### config.mk
export PLATFORM = sky130hd
export DESIGN_NAME = dma_req_link
export DESIGN_NICKNAME = d
export VERILOG_FILES = /design/src/rtl/dma_req_link_pkg.sv /design/src/rtl/req_framer.sv /design/src/rtl/gnt_deser.sv /design/src/rtl/io_cmd_decode.sv /design/src/rtl/dma_req_link.sv
export SDC_FILE = /design/constraint.sdc
export NUM_CORES = 1
export LEC_CHECK = 0
export BUFFER_PORTS_ARGS = -buffer_cell sky130_fd_sc_hd__buf_2
export CAP_MARGIN = 20
export CELL_PAD_IN_SITES_DETAIL_PLACEMENT = 1
export CELL_PAD_IN_SITES_GLOBAL_PLACEMENT = 2
export CORE_MARGIN = 10
export CORE_UTILIZATION = 31
export DETAILED_ROUTE_END_ITERATION = 6
export PLACE_DENSITY_LB_ADDON = 0.1
export SETUP_SLACK_MARGIN = 0.15
export SLEW_MARGIN = 20
export SYNTH_ARGS = -nofsm -noshare
export SYNTH_HDL_FRONTEND = slang
export SYNTH_SLANG_ARGS = --single-unit
export TNS_END_PERCENT = 30
### constraint.sdc
create_clock -name clk -period 3.01 [get_ports clk]
set_clock_uncertainty 0.1 [all_clocks]
set_input_delay 0.602 -clock clk [delete_from_list [all_inputs] [get_ports clk]]
set_output_delay 0.602 -clock clk [all_outputs]
set_load 0.05 [all_outputs]
### src/rtl/dma_req_link_pkg.sv
package dma_req_link_pkg;
  typedef enum logic [2:0] {FR_IDLE, FR_GAP, FR_START, FR_BITS, FR_TAIL} frame_st_t;
  typedef enum logic [1:0] {GD_IDLE, GD_BITS, GD_HOLD} gnt_st_t;
  localparam logic [7:0] OFS_XFER    = 8'h00;
  localparam logic [7:0] OFS_XFER_TC = 8'h04;
  localparam logic [7:0] OFS_VFY     = 8'hC0;
  localparam logic [7:0] OFS_VFY_TC  = 8'hC4;
endpackage

### src/rtl/req_framer.sv
module req_framer
  import dma_req_link_pkg::*;
#(
  parameter int NCH = 8,
  localparam int CW = (NCH > 1) ? $clog2(NCH) : 1
) (
  input  logic           clk,
  input  logic           rst,
  input  logic [NCH-1:0] chan_req,
  input  logic [CW-1:0]  serve_chan,
  input  logic           serve_live,
  input  logic           grant_end,
  output logic           req_n
);
  frame_st_t      st;
  logic [NCH-1:0] snap;
  logic [CW-1:0]  idx;
  logic           gap2;
  logic           resend_q;
  logic           req_q;
  logic [NCH-1:0] serve_mask;
  logic           others, resend_now, served_drop, upd;

  always_comb begin
    serve_mask  = {{(NCH-1){1'b0}}, 1'b1} << serve_chan;
    others      = |(snap & ~serve_mask);
    resend_now  = resend_q | (grant_end & others);
    served_drop = serve_live & (|(snap & serve_mask)) & ~(|(chan_req & serve_mask));
    upd         = (chan_req != snap) | resend_now;
  end

  always_ff @(posedge clk) begin
    if (rst) begin
      st       <= FR_IDLE;
      snap     <= '0;
      idx      <= '0;
      gap2     <= 1'b0;
      resend_q <= 1'b0;
      req_q    <= 1'b1;
    end else begin
      if (grant_end & others) resend_q <= 1'b1;
      case (st)
        FR_IDLE: if (upd) begin
          st       <= FR_START;
          snap     <= chan_req;
          resend_q <= 1'b0;
          req_q    <= 1'b0;
        end
        FR_TAIL: if (upd) begin
          st    <= FR_GAP;
          gap2  <= served_drop;
          req_q <= 1'b1;
        end
        FR_GAP: begin
          if (gap2) begin
            gap2 <= 1'b0;
          end else begin
            st       <= FR_START;
            snap     <= chan_req;
            resend_q <= 1'b0;
            req_q    <= 1'b0;
          end
        end
        FR_START: begin
          st    <= FR_BITS;
          idx   <= '0;
          req_q <= ~snap[0];
        end
        FR_BITS: begin
          if (idx == CW'(NCH-1)) begin
            if (snap == '0) begin
              st    <= FR_IDLE;
              req_q <= 1'b1;
            end else begin
              st    <= FR_TAIL;
              req_q <= 1'b0;
            end
          end else begin
            idx   <= idx + CW'(1);
            req_q <= ~snap[idx + CW'(1)];
          end
        end
        default: begin
          st    <= FR_IDLE;
          req_q <= 1'b1;
        end
      endcase
    end
  end

  assign req_n = req_q;
endmodule

### src/rtl/gnt_deser.sv
module gnt_deser
  import dma_req_link_pkg::*;
#(
  parameter int NCH = 8,
  localparam int CW = (NCH > 1) ? $clog2(NCH) : 1
) (
  input  logic           clk,
  input  logic           rst,
  input  logic           gnt_n,
  output logic [NCH-1:0] ack,
  output logic [CW-1:0]  chan,
  output logic           live,
  output logic           grant_end
);
  gnt_st_t        st;
  logic [CW-1:0]  shf;
  logic [CW-1:0]  cnt;
  logic [CW-1:0]  nxt;
  logic [NCH-1:0] ack_q;
  logic           live_q, end_q;

  always_comb nxt = CW'({gnt_n, shf} >> 1);

  always_ff @(posedge clk) begin
    if (rst) begin
      st     <= GD_IDLE;
      shf    <= '0;
      cnt    <= '0;
      ack_q  <= '0;
      live_q <= 1'b0;
      end_q  <= 1'b0;
    end else begin
      end_q <= 1'b0;
      case (st)
        GD_IDLE: if (!gnt_n) begin
          st  <= GD_BITS;
          cnt <= '0;
        end
        GD_BITS: begin
          shf <= nxt;
          if (cnt == CW'(CW-1)) begin
            st     <= GD_HOLD;
            live_q <= 1'b1;
            ack_q  <= {{(NCH-1){1'b0}}, 1'b1} << nxt;
          end else begin
            cnt <= cnt + CW'(1);
          end
        end
        GD_HOLD: if (gnt_n) begin
          st     <= GD_IDLE;
          live_q <= 1'b0;
          ack_q  <= '0;
          end_q  <= 1'b1;
        end
        default: st <= GD_IDLE;
      endcase
    end
  end

  assign ack       = ack_q;
  assign chan      = shf;
  assign live      = live_q;
  assign grant_end = end_q;
endmodule

### src/rtl/io_cmd_decode.sv
module io_cmd_decode
  import dma_req_link_pkg::*;
#(
  parameter int AW = 8
) (
  input  logic          clk,
  input  logic          rst,
  input  logic          io_cyc,
  input  logic          io_rd,
  input  logic [AW-1:0] io_addr,
  input  logic          live,
  output logic          data_stb,
  output logic          verify_stb,
  output logic          tc_flag
);
  logic hit_x, hit_xt, hit_v, hit_vt, go_d, go_v;

  always_comb begin
    hit_x  = (io_addr == AW'(OFS_XFER));
    hit_xt = (io_addr == AW'(OFS_XFER_TC));
    hit_v  = (io_addr == AW'(OFS_VFY));
    hit_vt = (io_addr == AW'(OFS_VFY_TC));
    go_d   = io_cyc & live & (hit_x | hit_xt);
    go_v   = io_cyc & live & io_rd & (hit_v | hit_vt);
  end

  always_ff @(posedge clk) begin
    if (rst) begin
      data_stb   <= 1'b0;
      verify_stb <= 1'b0;
      tc_flag    <= 1'b0;
    end else begin
      data_stb   <= go_d;
      verify_stb <= go_v;
      tc_flag    <= (go_d & hit_xt) | (go_v & hit_vt);
    end
  end
endmodule

### src/rtl/dma_req_link.sv
module dma_req_link #(
  parameter int NCH = 8,
  parameter int AW  = 8,
  localparam int CW = (NCH > 1) ? $clog2(NCH) : 1
) (
  input  logic           clk,
  input  logic           rst,
  input  logic [NCH-1:0] chan_req,
  output logic           req_n,
  input  logic           gnt_n,
  output logic [NCH-1:0] ack,
  input  logic           io_cyc,
  input  logic           io_rd,
  input  logic [AW-1:0]  io_addr,
  output logic           data_stb,
  output logic           verify_stb,
  output logic           tc_flag
);
  logic [CW-1:0] g_chan;
  logic          g_live, g_end;

  gnt_deser #(.NCH(NCH)) u_gnt (
    .clk(clk), .rst(rst), .gnt_n(gnt_n), .ack(ack),
    .chan(g_chan), .live(g_live), .grant_end(g_end)
  );

  req_framer #(.NCH(NCH)) u_frm (
    .clk(clk), .rst(rst), .chan_req(chan_req), .serve_chan(g_chan),
    .serve_live(g_live), .grant_end(g_end), .req_n(req_n)
  );

  io_cmd_decode #(.AW(AW)) u_io (
    .clk(clk), .rst(rst), .io_cyc(io_cyc), .io_rd(io_rd), .io_addr(io_addr),
    .live(g_live), .data_stb(data_stb), .verify_stb(verify_stb), .tc_flag(tc_flag)
  );
endmodule

== Word-level counts from Yosys, hierarchy flattened ==
Index checks and enable logic that the tools add are counted.
Storage, ports and cells
  output and inout port bits: 12
  register bits after elaboration: 38
Cells by class
  multiplexer cells: 39
  reductions and logical operators: 21
  bitwise logic cells: 22
  $add $sub $neg: 2
  $lt $le $gt $ge: 1
  equal/unequal tests: 21
  shift operators: 2
Operator list (number)
  2-to-1 mux 8 bit: 4
  case mux 8 bit (2 select lines): 2
  AND 8 bit: 3
  2-to-1 mux 3 bit: 8
  OR reduction 8 bit: 3
  equality test 8 bit, second input constant: 2
  zero test 8 bit: 2
  << shifter 1 x 3 -> 8 bit, first input constant: 2
  case mux 3 bit (5 select lines): 1
  AND reduction 3 bit: 5
  2-to-1 mux 1 bit: 13
  case mux 3 bit (2 select lines): 2
  inequality test 2 bit, second input constant: 5
  nonzero test 2 bit: 5
  AND 1 bit: 9
  equality test 3 x 2 -> 1 bit, second input constant: 3
  equality test 8 x 3 -> 1 bit, second input constant: 1
  inequality test 2 x 1 -> 1 bit, second input constant: 4
  inequality test 8 bit: 1
  inverter 8 bit: 1
  adder 3 x 1 -> 3 bit, second input constant: 2
  equality test 3 bit, second input constant: 2
  2-to-1 mux 2 bit: 3
  case mux 1 bit (2 select lines): 3
  other kinds (14): 22

== Depth between registers and ports, before layout ==
  depth after elaboration: 9
  mapped depth: 8
  gate-level depth less buffers: 7

== Modules after synthesis ==
From an unflattened synthesis, not the netlist that was laid out.
Unflattened totals
  cell total of the unflattened synthesis: 222
  area, all modules: 2104.5 µm²
Modules (own cells, without submodules)
  req_framer: cells an instance 141, times used 1, area an instance 1239.9 µm², seq. area each 340.3 µm²
  gnt_deser: cells an instance 70, times used 1, area an instance 745.7 µm², seq. area each 360.3 µm²
  io_cmd_decode: cells an instance 11, times used 1, area an instance 118.9 µm², seq. area each 60.1 µm²

== Worst setup path before layout ==
OpenSTA, ideal clock, no wires.
  kind: register -> register
  start point: reg u_frm.idx[0]
  end point: reg u_frm.req_q (netlist: u_frm.req_n)
  path slack: 907 ps
  buffers on the path: 0
  setup time: 72 ps
  arrival time: 1931 ps
  cell stages (with the launch flop): 8
  cells stage by stage: dfxtp_1 -> ha_1 -> ha_1 -> mux4_2 -> mux2_2 -> o21ai_0 -> a31oi_1 -> mux2i_1
Between the ends
  longest elaborated chain between the ends: 6
Ends and longest elaborated chain
  start: declaration: line req_framer.sv:17  | logic [CW-1:0] idx;
  start signal: assignment: line req_framer.sv:79  | idx <= idx + CW'(1);
  adder 3 x 1 -> 3 bit: line req_framer.sv:80  | req_q <= ~snap[idx + CW'(1)];
  binary-select mux 1 bit (select 3 bit): line req_framer.sv:80
  2-to-1 mux 1 bit (implied by the code): line req_framer.sv:80
  inverter 1 bit: line req_framer.sv:80
  2-to-1 mux 1 bit *: line req_framer.sv:70  | if (idx == CW'(NCH-1)) begin
  case mux 1 bit (5 select lines) *: line req_framer.sv:42  | case (st)
  end signal: assignment: line req_framer.sv:67  | req_q <= ~snap[0];
  end signal: assignment: line req_framer.sv:80
  end: declaration: line req_framer.sv:20  | logic req_q;
Every way passes the cells marked *; elsewhere a longest branch is shown, timed or not. The select of a mux whose other input is x is not followed.
A chain may end at the register's enable or synchronous reset.

== Worst setup path after layout ==
  start point: reg u_gnt.shf[1] (netlist: u_gnt.chan[1])
  end point: reg u_frm.snap[6]
Between the ends
  longest elaborated chain between the ends: 9
Ends and longest elaborated chain
  start: declaration: line gnt_deser.sv:16  | logic [CW-1:0] shf;
  start signal: assignment: line gnt_deser.sv:40  | shf <= nxt;
  << shifter 1 x 3 -> 8 bit: line req_framer.sv:25  | serve_mask = {{(NCH-1){1'b0}}, 1'b1} << serve_chan;
  inverter 8 bit: line req_framer.sv:26  | others = |(snap & ~serve_mask);
  AND 8 bit: line req_framer.sv:26
  OR reduction 8 bit: line req_framer.sv:26
  AND 1 bit: line req_framer.sv:27  | resend_now = resend_q | (grant_end & others);
  OR 1 bit: line req_framer.sv:27
  OR 1 bit: line req_framer.sv:29  | upd = (chan_req != snap) | resend_now;
  inequality test 2 x 1 -> 1 bit (no source line)
  AND reduction 3 bit (no source line)
  end signal: assignment: line req_framer.sv:45  | snap <= chan_req;
  end signal: assignment: line req_framer.sv:59  | snap <= chan_req;
  end: declaration: line req_framer.sv:16  | logic [NCH-1:0] snap;
Every way passes these cells.

==> results.yml <==
floorplan:
  start_util: 0.316
  fp.dieH_um: 103
  die_x_um: 103
  rows: 30
  core_um2: 6760
  ios: 33
  die_area_um2: 10600
outcome:
  status: "finished, final reports clean"
layout:
  syn_to_final_growth_pct: 12.7
  num_antenna_cells: 0
  drive_above_1_share: 0.208
  layout.cells.non_filler: 344
  layout.nets: 289
clock_tree:
  numCtsBuffers: 5
  h-tree-depth: 2
  cts_sinks: 38
  clk-insertion-delay-late_ns: 0.29
  cts_tree: "yes"
  path_clk_slew_ns: 0.07
  ctsResizeCount: 0
  cts_hold_buf: 0
  post_cts_buffers: 0
  root_buffer: "clkbuf_8"
  cts_buffer_depth: 2
synth:
  synth-edff-count: 0
  synthArstFlopShare: 0
  synth_area_per_cell_um2: 8.92
  yosysWarnings: 0
  synth_cell_types: 53
  synth_area_leaders: "dfxtp_1 (36%), mux2i_1 (7.0%), nor2_1 (6.5%), nand2_1 (4.2%), a22oi_1 (3.5%)"
  synth_area_um2: 2130
  synth_flop_cell: "dfxtp_1"
  netlist.area_leader.share: 0.357
  synth.ff_latch_count: 38
  ys_seq_area_frac: 0.357
  yosysMostFrequentCell: "dfxtp_1"
  netlist_top_cells_count: "dfxtp_1 (38), nor2_1 (37), nand2_1 (24)"
  synth_cells: 239
  synth_nets: 264
  yosysTopAreaCell: "dfxtp_1"
critical_path:
  crit_chain: "and2_1, a211oi_2, o41ai_4, a31oi_4, mux2i_1"
  cp_slowest_cell: "dfxtp_1"
  cp-end-kind: "flip-flop"
  required_ns: 3.08
  worstSetupPathType: "reg -> reg"
  slowest_delay_ns: 0.71
  start_kind: "flip-flop"
  path_max_fanout: 16
  cp.arrival_ns: 2.38
routing:
  wirelength_um: 5830
  drt_pass1_iterations: 4
  drc_errors: 0
  vias: 1807
  vias_per_cell: 5.25
  ant_nets: 0
  drtIter0Drc: 39
  wl_per_cell_um: 16.9
timing:
  max_freq_mhz: 431
  fin_crit_ns: 2.32
  setup-violations-final: 0
  slew_violations: 0
  timing_hold_violations_final: 0
  fin_setup_tns_ns: 0
  rsz0062_at_grt: "false"
  worst_slew_pin_slew_ns: 0.614
  final.period_utilization: 0.770
  relSlewSlack: 0.590
placed_design:
  dp.final_hpwl_um: 4360
  dp.cells: 337
  port-buffer-count: 32
  routabilityCongestion: 0.716
power_and_ir_drop:
  intPower_uw: 742
  peakVddDrop_mv: 0.175
  leakagePower_uw: 0.000949
  seq_power_share: 0.537
  combPwrFrac: 0.138
  pwr-share-clk: 0.325
  pwr_density_cell_nw_per_um2: 427
  swShare: 0.278
  p_switching_uw: 285
global_route:
  antenna_found_initial: 0
  first_global_vias: 1926
  grt_max_degree: 30
  grt_pass1_wl_um: 9670
  gr-total-overflow: 0
  grt_usage: 0.116
  grt_util_met1: 0.141
  grtUsageMet3: 0.0315
  use_met2: 0.197
  top_usage_layer: "met2"
flow_run:
  drv_cap: 0
hold_path:
  min_path_type: "reg -> reg"
-- worst paths after layout --
path                  from       endpoint  slack [ns]  cells past startpoint
max          u_gnt.chan[1]  u_frm.snap[6]        0.69                      5
min             u_frm.gap2     u_frm.gap2        0.38                      2
max reg2reg  u_gnt.chan[1]  u_frm.snap[6]        0.69                      5
min reg2reg     u_frm.gap2     u_frm.gap2        0.38                      2
-- power groups by stage --
stage	clock (uW)	sequential, uW	combinational, uW
after CTS	351	552	144
after global placement	0	563	142
after floorplan	0	548	110
final	334	551	142
after global routing	369	556	159
after detailed placement	0	564	143
-- registers in the layout, summed over array words and instances, names as in the netlist, 2 cells and up --
name and cells:
u_gnt.cnt 3, u_gnt.chan 3, u_frm.idx 3, u_frm.st 3, u_frm.snap 8, u_gnt.ack 8, u_gnt.st 2
-- kinds of logic after synthesis --
logic type / after synthesis / share of synthesized area
DFF: 38 / 0.357
and+or+nand+nor: 99 / 0.232
muxes: 21 / 0.120
adders and majority gates: 4 / 0.0235
AOI/OAI and AO/OA: 42 / 0.174
buffers and inverters: 25 / 0.0534
xor gates and xnor gates: 10 / 0.0411
-- per-layer routing --
layer | up-vias | wire length (um)
met5 | - | 0
met4 | 0 | 68
met3 | 7 | 181
met2 | 18 | 2840
met1 | 887 | 2740
li1 | 895 | -
-- layout by cell type, fill, tap and decap left out, drive strengths merged, types with 2 or more instances in the layout --
master / n
xnor2: 7
dfxtp: 38
a22oi: 10
nand2b: 2
mux4: 3
a2bb2oi: 2
and2b: 2
ha: 4
and3b: 2
nand3: 6
a21oi: 8
and2: 3
inv: 8
mux2i: 15
mux2: 3
nor3: 6
a31oi: 3
a211oi: 4
buf: 34
clkbuf: 7
o21ai: 3
nor4: 4
nand4: 2
a22o: 2
xor2: 3
nand2: 24
and4bb: 2
nor2b: 4
and3: 3
a2111oi: 2
nor2: 37
-- critical path: cells and delay by family (launching register included) --
family / cells / cell delay (ns)
AND/OR/NAND/NOR: 1 / 0.36
AO/OA/AOI/OAI: 3 / 0.85
multiplexers: 1 / 0.17
flip-flops: 1 / 0.71
-- stage by stage --
stage | total power (uW) | setup WS, ns | instance area [um2] | hold WS [ns] | util
after floorplan | 657 | 0.907 | 2130 | 0.347 | -
after global placement | 705 | 0.697 | 2330 | 0.378 | 0.344
after detailed placement | 707 | 0.664 | 2330 | 0.381 | 0.344
after CTS | 1050 | 0.659 | 2400 | 0.390 | 0.356
after global routing | 1080 | 0.447 | 2400 | 0.416 | 0.356
final | 1030 | 0.692 | 2400 | 0.382 | 0.356
-- cell type report --
class	count	area (um2)
clock buffers	7	76.3
repair buffers	34	175
well taps	80	100
flip-flops and latches	38	761
inverters	9	33.8
fillers	817	4350
multi-input cells	176	1260
(Power assumes the default switching activity.)
